[config.mk]
export PLATFORM = sky130hd
export DESIGN_NAME = keypad_scanner
export DESIGN_NICKNAME = d
export VERILOG_FILES = /design/src/rtl/kp_pkg.sv /design/src/rtl/kp_sequencer.sv /design/src/rtl/kp_debounce.sv /design/src/rtl/keypad_scanner.sv
export SDC_FILE = /design/constraint.sdc
export NUM_CORES = 1
export LEC_CHECK = 0
export ABC_CLOCK_PERIOD_IN_PS = 12900
export BUFFER_PORTS_ARGS = -buffer_cell sky130_fd_sc_hd__buf_2
export CORE_ASPECT_RATIO = 1.1
export CORE_MARGIN = 1.5
export CORE_UTILIZATION = 50
export DETAILED_ROUTE_END_ITERATION = 8
export MAX_ROUTING_LAYER = met4
export PLACE_DENSITY = 0.71
export RECOVER_POWER = 25
export SYNTH_ARGS = -nofsm -noshare
export SYNTH_HDL_FRONTEND = slang
export SYNTH_SLANG_ARGS = --single-unit
[constraint.sdc]
create_clock -name clk -period 12.9 [get_ports clk]
set_input_delay 1.29 -clock clk [delete_from_list [all_inputs] [get_ports clk]]
set_output_delay 1.29 -clock clk [all_outputs]
set_load 0.005 [all_outputs]
[src/rtl/kp_pkg.sv]
package kp_pkg;
  localparam int KP_COLS   = 5;
  localparam int KP_ROWS   = 6;
  localparam int KP_IDX_W  = 3;
  localparam int KP_DBNC_W = 4;
  localparam int KP_RATE_W = 3;
endpackage

[src/rtl/kp_sequencer.sv]
module kp_sequencer #(
  parameter int NC  = kp_pkg::KP_COLS,
  parameter int IW  = kp_pkg::KP_IDX_W,
  parameter int RW  = kp_pkg::KP_RATE_W,
  localparam int SW = (NC > 1) ? $clog2(NC) : 1
) (
  input  logic            clk,
  input  logic            rst,
  input  logic            en,
  input  logic            tick,
  input  logic            hold,
  input  logic [NC*IW-1:0] order,
  input  logic [RW-1:0]   rate,
  output logic [IW-1:0]   col_idx,
  output logic            col_valid
);
  logic [IW-1:0] slot_idx [NC];
  logic [NC-1:0] slot_ok;
  logic [SW-1:0] slot, base, nxt_slot;
  logic [RW-1:0] dwell;

  for (genvar g = 0; g < NC; g++) begin : g_slot
    assign slot_idx[g] = order[g*IW +: IW];
    assign slot_ok[g]  = (int'(slot_idx[g]) < NC);
  end

  // search forward from base for the next valid slot (wraps onto itself)
  assign base = en ? slot : SW'(NC-1);
  always_comb begin
    logic found;
    found    = 1'b0;
    nxt_slot = base;
    for (int k = 1; k <= NC; k++) begin
      int c;
      c = (int'(base) + k) % NC;
      if (!found && slot_ok[c]) begin
        nxt_slot = SW'(c);
        found    = 1'b1;
      end
    end
  end

  always_ff @(posedge clk) begin
    if (rst) begin
      slot  <= '0;
      dwell <= '0;
    end else if (!en) begin
      slot  <= nxt_slot;
      dwell <= '0;
    end else if (tick) begin
      if (hold) begin
        dwell <= '0;
      end else if (dwell == rate) begin
        dwell <= '0;
        slot  <= nxt_slot;
      end else begin
        dwell <= dwell + 1'b1;
      end
    end
  end

  assign col_idx   = slot_idx[slot];
  assign col_valid = slot_ok[slot];


  hold_stays_chk: assert property (@(posedge clk) disable iff (rst)
    (en && tick && hold) |=> (!en || $stable(slot)));
endmodule

[src/rtl/kp_debounce.sv]
module kp_debounce #(
  parameter int NR = kp_pkg::KP_ROWS,
  parameter int DW = kp_pkg::KP_DBNC_W
) (
  input  logic          clk,
  input  logic          rst,
  input  logic          en,
  input  logic          tick,
  input  logic [NR-1:0] rows_n,
  input  logic [DW-1:0] dbnc,
  output logic [NR-1:0] pat,
  output logic          pat_any,
  output logic          accept
);
  logic [NR-1:0] last_pat;
  logic [DW:0]   cnt, new_cnt, target;
  logic          reported, same;

  assign pat     = ~rows_n;
  assign pat_any = |pat;
  assign same    = (pat == last_pat);
  assign target  = {1'b0, dbnc} + 1'b1;
  assign new_cnt = !same ? (DW+1)'(1) : ((&cnt) ? cnt : cnt + 1'b1);
  assign accept  = en && tick && pat_any && !(same && reported) && (new_cnt == target);

  always_ff @(posedge clk) begin
    if (rst || !en) begin
      last_pat <= '0;
      cnt      <= '0;
      reported <= 1'b0;
    end else if (tick) begin
      if (!pat_any) begin
        last_pat <= '0;
        cnt      <= '0;
        reported <= 1'b0;
      end else begin
        last_pat <= pat;
        cnt      <= new_cnt;
        reported <= (same && reported) || accept;
      end
    end
  end


  accept_stable_chk: assert property (@(posedge clk) disable iff (rst)
    (accept && dbnc != '0) |-> (pat == last_pat));
endmodule

[src/rtl/keypad_scanner.sv]
module keypad_scanner #(
  parameter int NC = kp_pkg::KP_COLS,
  parameter int NR = kp_pkg::KP_ROWS,
  parameter int IW = kp_pkg::KP_IDX_W,
  parameter int DW = kp_pkg::KP_DBNC_W,
  parameter int RW = kp_pkg::KP_RATE_W
) (
  input  logic            clk,
  input  logic            rst,
  input  logic            tick,
  input  logic            scan_en,
  input  logic [RW-1:0]   rate_sel,
  input  logic [DW-1:0]   dbnc_sel,
  input  logic [NC*IW-1:0] order,
  input  logic            fw_col_we,
  input  logic [NC-1:0]   fw_col_wdata,
  input  logic            irq_clr,
  input  logic [NR-1:0]   rows_n,
  output logic [NC-1:0]   col_n,
  output logic [IW-1:0]   key_col,
  output logic [NR-1:0]   key_row,
  output logic            irq
);
  logic [IW-1:0] col_idx;
  logic          col_valid;
  logic [NR-1:0] pat;
  logic          pat_any, acc;
  logic [NC-1:0] fw_col_q;

  kp_sequencer #(.NC(NC), .IW(IW), .RW(RW)) u_seq (
    .clk(clk), .rst(rst), .en(scan_en), .tick(tick), .hold(pat_any),
    .order(order), .rate(rate_sel), .col_idx(col_idx), .col_valid(col_valid)
  );

  kp_debounce #(.NR(NR), .DW(DW)) u_dbn (
    .clk(clk), .rst(rst), .en(scan_en), .tick(tick), .rows_n(rows_n),
    .dbnc(dbnc_sel), .pat(pat), .pat_any(pat_any), .accept(acc)
  );

  always_ff @(posedge clk) begin
    if (rst) begin
      fw_col_q <= '1;
      col_n    <= '1;
      key_col  <= '0;
      key_row  <= '0;
      irq      <= 1'b0;
    end else begin
      if (!scan_en && fw_col_we) fw_col_q <= fw_col_wdata;
      if (!scan_en)       col_n <= fw_col_q;
      else if (col_valid) col_n <= ~({{(NC-1){1'b0}}, 1'b1} << col_idx);
      else                col_n <= '1;
      if (acc) begin
        key_col <= col_idx;
        key_row <= pat;
      end
      if (acc)          irq <= 1'b1;
      else if (irq_clr) irq <= 1'b0;
    end
  end


  one_col_chk: assert property (@(posedge clk) disable iff (rst)
    (scan_en && $past(scan_en)) |-> ($countones(~col_n) <= 1));

  key_row_irq_chk: assert property (@(posedge clk) disable iff (rst)
    !$stable(key_row) |-> irq);

  no_accept_off_chk: assert property (@(posedge clk) disable iff (rst)
    !scan_en |-> !acc);

  irq_clear_chk: assert property (@(posedge clk) disable iff (rst)
    (irq_clr && !acc) |=> !irq);
endmodule

After elaboration in Yosys (flattened, before gate mapping)
Cells that the tools add are included.
- word-level logic and storage cells: 114
- register bits after elaboration: 38
- equality and inequality tests: 6
- multiplexer cells: 45
- bitwise operators: 4
- reductions and logical operators: 23
- div/mod/pow operators: 5
- magnitude comparators: 12
- shift-type cells: 1
- add/subtract/negate cells: 8
- operators with widths (cell ; count):
    32-bit by 5-bit less-than comparator with 1-bit output (second input constant) ; 5
    32-bit by 4-bit modulo with 32-bit output (second input constant) ; 5
    3-bit two-way mux ; 14
    5-bit two-way mux ; 5
    1-bit binary-select mux with 3-bit select ; 6
    1-bit two-way mux ; 18
    3-bit less-than comparator (second input constant) ; 5
    1-bit logical AND ; 10
    3-bit binary-select mux with 3-bit select ; 1
    3-bit by 2-bit adder with 4-bit output (second input constant) ; 2
    3-bit by 3-bit adder with 4-bit output (second input constant) ; 2
    6-bit equality test ; 1
    1-bit zero test ; 6
    6-bit two-way mux ; 1
    6-bit NOT ; 1
    6-bit OR reduction ; 1
    4-bit by 1-bit adder with 5-bit output (second input constant) ; 1
    5-bit by 1-bit adder with 5-bit output (second input constant) ; 1
    5-bit equality test ; 1
    5-bit NOT ; 1
    5-bit AND reduction ; 1
    1-bit by 3-bit << shifter with 5-bit output (first input constant) ; 1
    3-bit by 1-bit adder with 4-bit output (second input constant) ; 1
    4-bit >= comparator (second input constant) ; 1
    11 further kinds ; 13

Logic depth before layout (Yosys ltp)
- depth after elaboration: 23
- gate-level depth with buffers: 20
- mapped depth without buffers: 17

Cells and area by module
A second synthesis with hierarchy kept.
- cells, all modules: 458
- area total of the unflattened synthesis: 3861.2 µm²
- modules (own cells, without submodules) (module ; sequential area each (µm²) ; cells each ; area each (µm²) ; instances):
    kp_sequencer ; 120.1 ; 271 ; 2178.3 ; 1
    kp_debounce ; 240.2 ; 112 ; 905.9 ; 1
    keypad_scanner ; 400.4 ; 75 ; 777.0 ; 1

Worst setup path before layout
No wires, ideal clock.
- path type: input -> register
- start: input port scan_en
- end: register u_seq.slot[1]
- buffers on the path: 2
- setup time: 79 ps
- stages: 18
- path slack: 7661 ps
- data arrival time: 5160 ps
- cells stage by stage: buf_4 buf_4 nand2_1 inv_1 ha_1 a21oi_1 nor2_1 a211oi_1 ha_1 nor2b_1 o221ai_1 nor2_1 mux2_2 and3_1 a311oi_2 or3b_4 o21a_1 a211oi_2
- cells in the longest elaborated chain, start to end: 23
- elaborated cells between the ends (all ways): 51
- ends and longest elaborated chain (what ; RTL line ; source):
    from (decl) ; keypad_scanner.sv:11 ; input logic scan_en,
    3-bit two-way mux ; kp_sequencer.sv:28 ; assign base = en ? slot : SW'(NC-1);
    3-bit by 1-bit adder with 4-bit output ; kp_sequencer.sv:35 ; c = (int'(base) + k) % NC;
    32-bit by 4-bit modulo with 32-bit output ; kp_sequencer.sv:35 ;
    1-bit binary-select mux with 3-bit select ; kp_sequencer.sv:36 ; if (!found && slot_ok[c]) begin
    1-bit two-way mux (implied by the code) (2 in a row) ; kp_sequencer.sv:36 ;
    1-bit two-way mux ; kp_sequencer.sv:36 ;
    1-bit zero test ; kp_sequencer.sv:36 ;
    1-bit logical AND ; kp_sequencer.sv:36 ;
    [... 6 more ...] ; -- ;
    1-bit two-way mux ; kp_sequencer.sv:36 ;
    1-bit zero test ; kp_sequencer.sv:36 ;
    1-bit logical AND ; kp_sequencer.sv:36 ;
    3-bit two-way mux ; kp_sequencer.sv:36 ;
    3-bit two-way mux ; kp_sequencer.sv:53 ; end else if (dwell == rate) begin
    3-bit two-way mux ; kp_sequencer.sv:51 ; if (hold) begin
    3-bit two-way mux ; kp_sequencer.sv:50 ; end else if (tick) begin
    3-bit two-way mux ; kp_sequencer.sv:47 ; end else if (!en) begin
    to (signal assigned) ; kp_sequencer.sv:48 ; slot <= nxt_slot;
    to (signal assigned) ; kp_sequencer.sv:55 ; slot <= nxt_slot;
    to (decl) ; kp_sequencer.sv:19 ; logic [SW-1:0] slot, base, nxt_slot;
Several ways; a longest one is shown, not always the timed one. The select of a mux whose other input is x is not followed.
A chain may end at the register's enable or synchronous reset.

Final worst setup path
- start: input port scan_en
- end: register u_seq.slot[0]
Same word-level chain as after synthesis.

==> flow_summary.ini <==
[clock_tree]
cts_resized = 0
cts.sinks = 38
postCtsHoldBufs = 0
cts-root-buf = clkbuf_8
cts_setup_buffers = 0
cts_tree = built
path_clk_slew_ns = 0.08
numCtsBuffers = 5
cts_buffer_depth = 2
ctsHtreeMaxLevel = 2
clk_latency_ns = 0.29

[synthesis]
synthArstFlopShare_pct = 0
synth_nets = 533
synth_area_sq_mm = 0.00381
ys.flop_type = dfxtp_1
synth_cell_types = 80
yosysWarningCount = 0
synth_top_cell_by_area = dfxtp_1
seq_area_frac_synth_pct = 20.0
syn_avg_cell_area_sq_um = 8.10
synthTopCellsByArea = dfxtp_1, ha_1, xnor2_1
synth_edf_count = 0
ys_seq_elements = 38
synth.top_cell.area_share_pct = 20.0
synthCells = 470

[power]
leakage_uw = 0.00162
powerDensity_mw_per_mm2 = 169
vdd_drop_max_mv = 0.121

[sta]
min_period_ns = 6.16
timing.fmax_mhz = 162
relSlewSlack_pct = 53.7
fin_skew_ns = 0.00838
setup_ws_ns = 6.74
rsz0062_at_grt = no
min_period_over_period_pct = 47.8
finalSetupViolCount = 0
hold_viol_final = 0
tightest_slew_ns = 0.687
tns_ns = 0
timing.hold.ws_ns = 0.460
drv_slew = 0

[global_routing]
antenna_found_initial = 0
grt_pass1_vias = 3367
gr-total-overflow = 0
grt_pass1_wl_mm = 15.7
grt_max_degree = 31
grt_use_total_pct = 24.6

[drt]
avgRoutedWirePerCell_microns = 16.5
drt_iter0_markers = 198
ant_nets = 0
via_per_inst = 6.16
drt_wl_total_mm = 9.84
drc = 0
num_vias = 3667
dr.pass1.iters = 4

[place]
gp_congestion = 0.962
dp.final_hpwl_mm = 7.36
pre_cts_slack_ns = 6.44
portBuffers = 53

[hold_path]
hp-class = reg -> reg

[setup_path]
crit_required_ns = 13.13
critPathTopFamily = compound AO/OA/AOI/OAI gates
cp-start-kind = primary input
cp_num_buf_inv = 1
end_kind = flip-flop
crit_slowest_cell = nand2_1
critPathMaxFanout = 30
slowest_delay_ns = 0.54
path_cells = buf_2, nand2_1, ha_1, a21oi_1, nor2_1, a211oi_1, ha_1, nor2b_1, o221ai_1, nor2_1, mux2_2, and3_1, a311oi_2, or3b_4, o32ai_1, a31o_1
crit_arrival_ns = 6.40
critPathKind = in -> reg

[run]
drv_cap = 0

[die]
fp.dieH_microns = 94.5
fp.dieW_microns = 86.2
num_rows = 33
core-area_sq_mm = 0.00743
top_level_ports = 54
start_util_pct = 51.2
die_area_sq_mm = 0.00815

[layout]
final_nets = 570
antenna_cells = 0
drive_gt1_share_pct = 18.9
fillers = 738
area_delta_synth_final_pct = 9.00
final_core_util_pct = 55.8
regArea_sq_um = 761
multiInputGateArea_sq_mm = 0.00282

[run_status]
status = finished, final reports clean
routing by layer:
layer	GRT usage, %	share of wire (%)
met5	-	0
met4	9.68	2.6
met3	2.71	3.7
met2	43.8	52
met1	28.2	42
metrics by stage:
step | std cells | power [uW] | area, sq um
5_1_grt | 595 | 759 | 4150
6_report | 595 | 703 | 4150
3_5_place_dp | 587 | 614 | 4070
2_1_floorplan | 470 | 526 | 3810
3_3_place_gp | 587 | 602 | 4070
4_1_cts | 595 | 701 | 4160
flip-flops by register name, summed over array words and instances, names as in the netlist:
name / cells
col_n: 5
fw_col_q: 5
irq: 1
key_col: 3
key_row: 6
u_dbn.cnt: 5
u_dbn.last_pat: 6
u_dbn.reported: 1
u_seq.dwell: 3
u_seq.slot: 3
worst reg2reg max path, delay by kind of cell, from the launching register on:
family / cells / cell delay (ns)
mux: 1 / 0.41
buf+inv: 1 / 0.35
fa+ha+maj: 2 / 0.58
flops: 1 / 0.69
compound gates: 6 / 1.66
simple gates: 5 / 1.50
logic make-up (layout without fill, tap and decap cells):
group,Yosys count,in the layout,share of synthesized area [%]
xor gates and xnor gates,31,31,8.12
and+or+nand+nor,172,172,23.6
adders and majority gates,24,24,7.89
buffers and inverters,44,82,5.85
AOI/OAI and AO/OA,141,141,27.7
muxes,20,20,6.87
DFF,38,38,20.0
cells in the mapped netlist (3+ instances only):
cell type  instances
o21a_1             7
nand2_1           46
or3_1              5
nand3_1           19
o21ai_0           19
mux2_2             5
ha_1              24
nand2b_1          16
xnor2_1           20
o22ai_1            6
dfxtp_1           38
o211ai_1           5
nor4_1             4
nand4_1            6
mux4_2             4
o221ai_1           3
nor2_1            38
and3_1             5
a211o_1            7
buf_6              3
xor2_1             9
clkbuf_1          14
or2_2              6
a211oi_1          14
nor2b_1            9
a31o_2             3
buf_4              4
inv_1             14
o31ai_1            5
buf_2              6
a21oi_1           27
a31oi_1            8
nor3b_1            3
mux2i_1           10
area by class of cell:
type / count / area share (%)
multi-input cells: 388 / 68.0
flip-flops and latches: 38 / 18.3
repair buffers: 57 / 6.87
well taps: 87 / 2.62
clock buffers: 6 / 1.99
inverters: 17 / 1.84
clock inverters: 2 / 0.301
final timing paths:
path	startpoint	to	slack (ns)	depth (start not counted)
worst max-delay path	scan_en	u_seq.slot[0]	6.74	16
worst min-delay path	key_row[0]	key_row[0]	0.46	2
worst min register to register	key_row[0]	key_row[0]	0.46	2
worst max register to register	u_seq.slot[1]	u_seq.slot[0]	7.66	15
placed cells by master, fill, tap and decap left out, types with 5 or more instances in the layout:
cell type,synthesis,final
or2_2,6,6
o21a_1,7,7
o22ai_1,6,6
clkbuf_1,14,7
xnor2_1,20,20
buf_2,6,45
xor2_1,9,9
o211ai_1,5,5
o31ai_1,5,5
mux2i_1,10,10
ha_1,24,24
nand2b_1,16,16
mux2_2,5,5
a21oi_1,27,27
or3_1,5,5
o21ai_0,19,19
a211oi_1,14,14
a31oi_1,8,8
clkbuf_8,0,6
nor2_1,38,38
and3_1,5,5
dfxtp_1,38,38
a211o_1,7,7
inv_1,14,14
nand4_1,6,6
nor2b_1,9,9
nand2_1,46,46
nand3_1,19,19
report_power, final:
| part | internal, uW | leakage, uW | switching (uW) |
|---|---|---|---|
| combinational | 202 | 0.00127 | 284 |
| sequential | 126 | 0.000309 | 6.90 |
| clock | 42.9 | 0.0000472 | 41.1 |
Note: power is estimated with default switching activity, not from simulation.
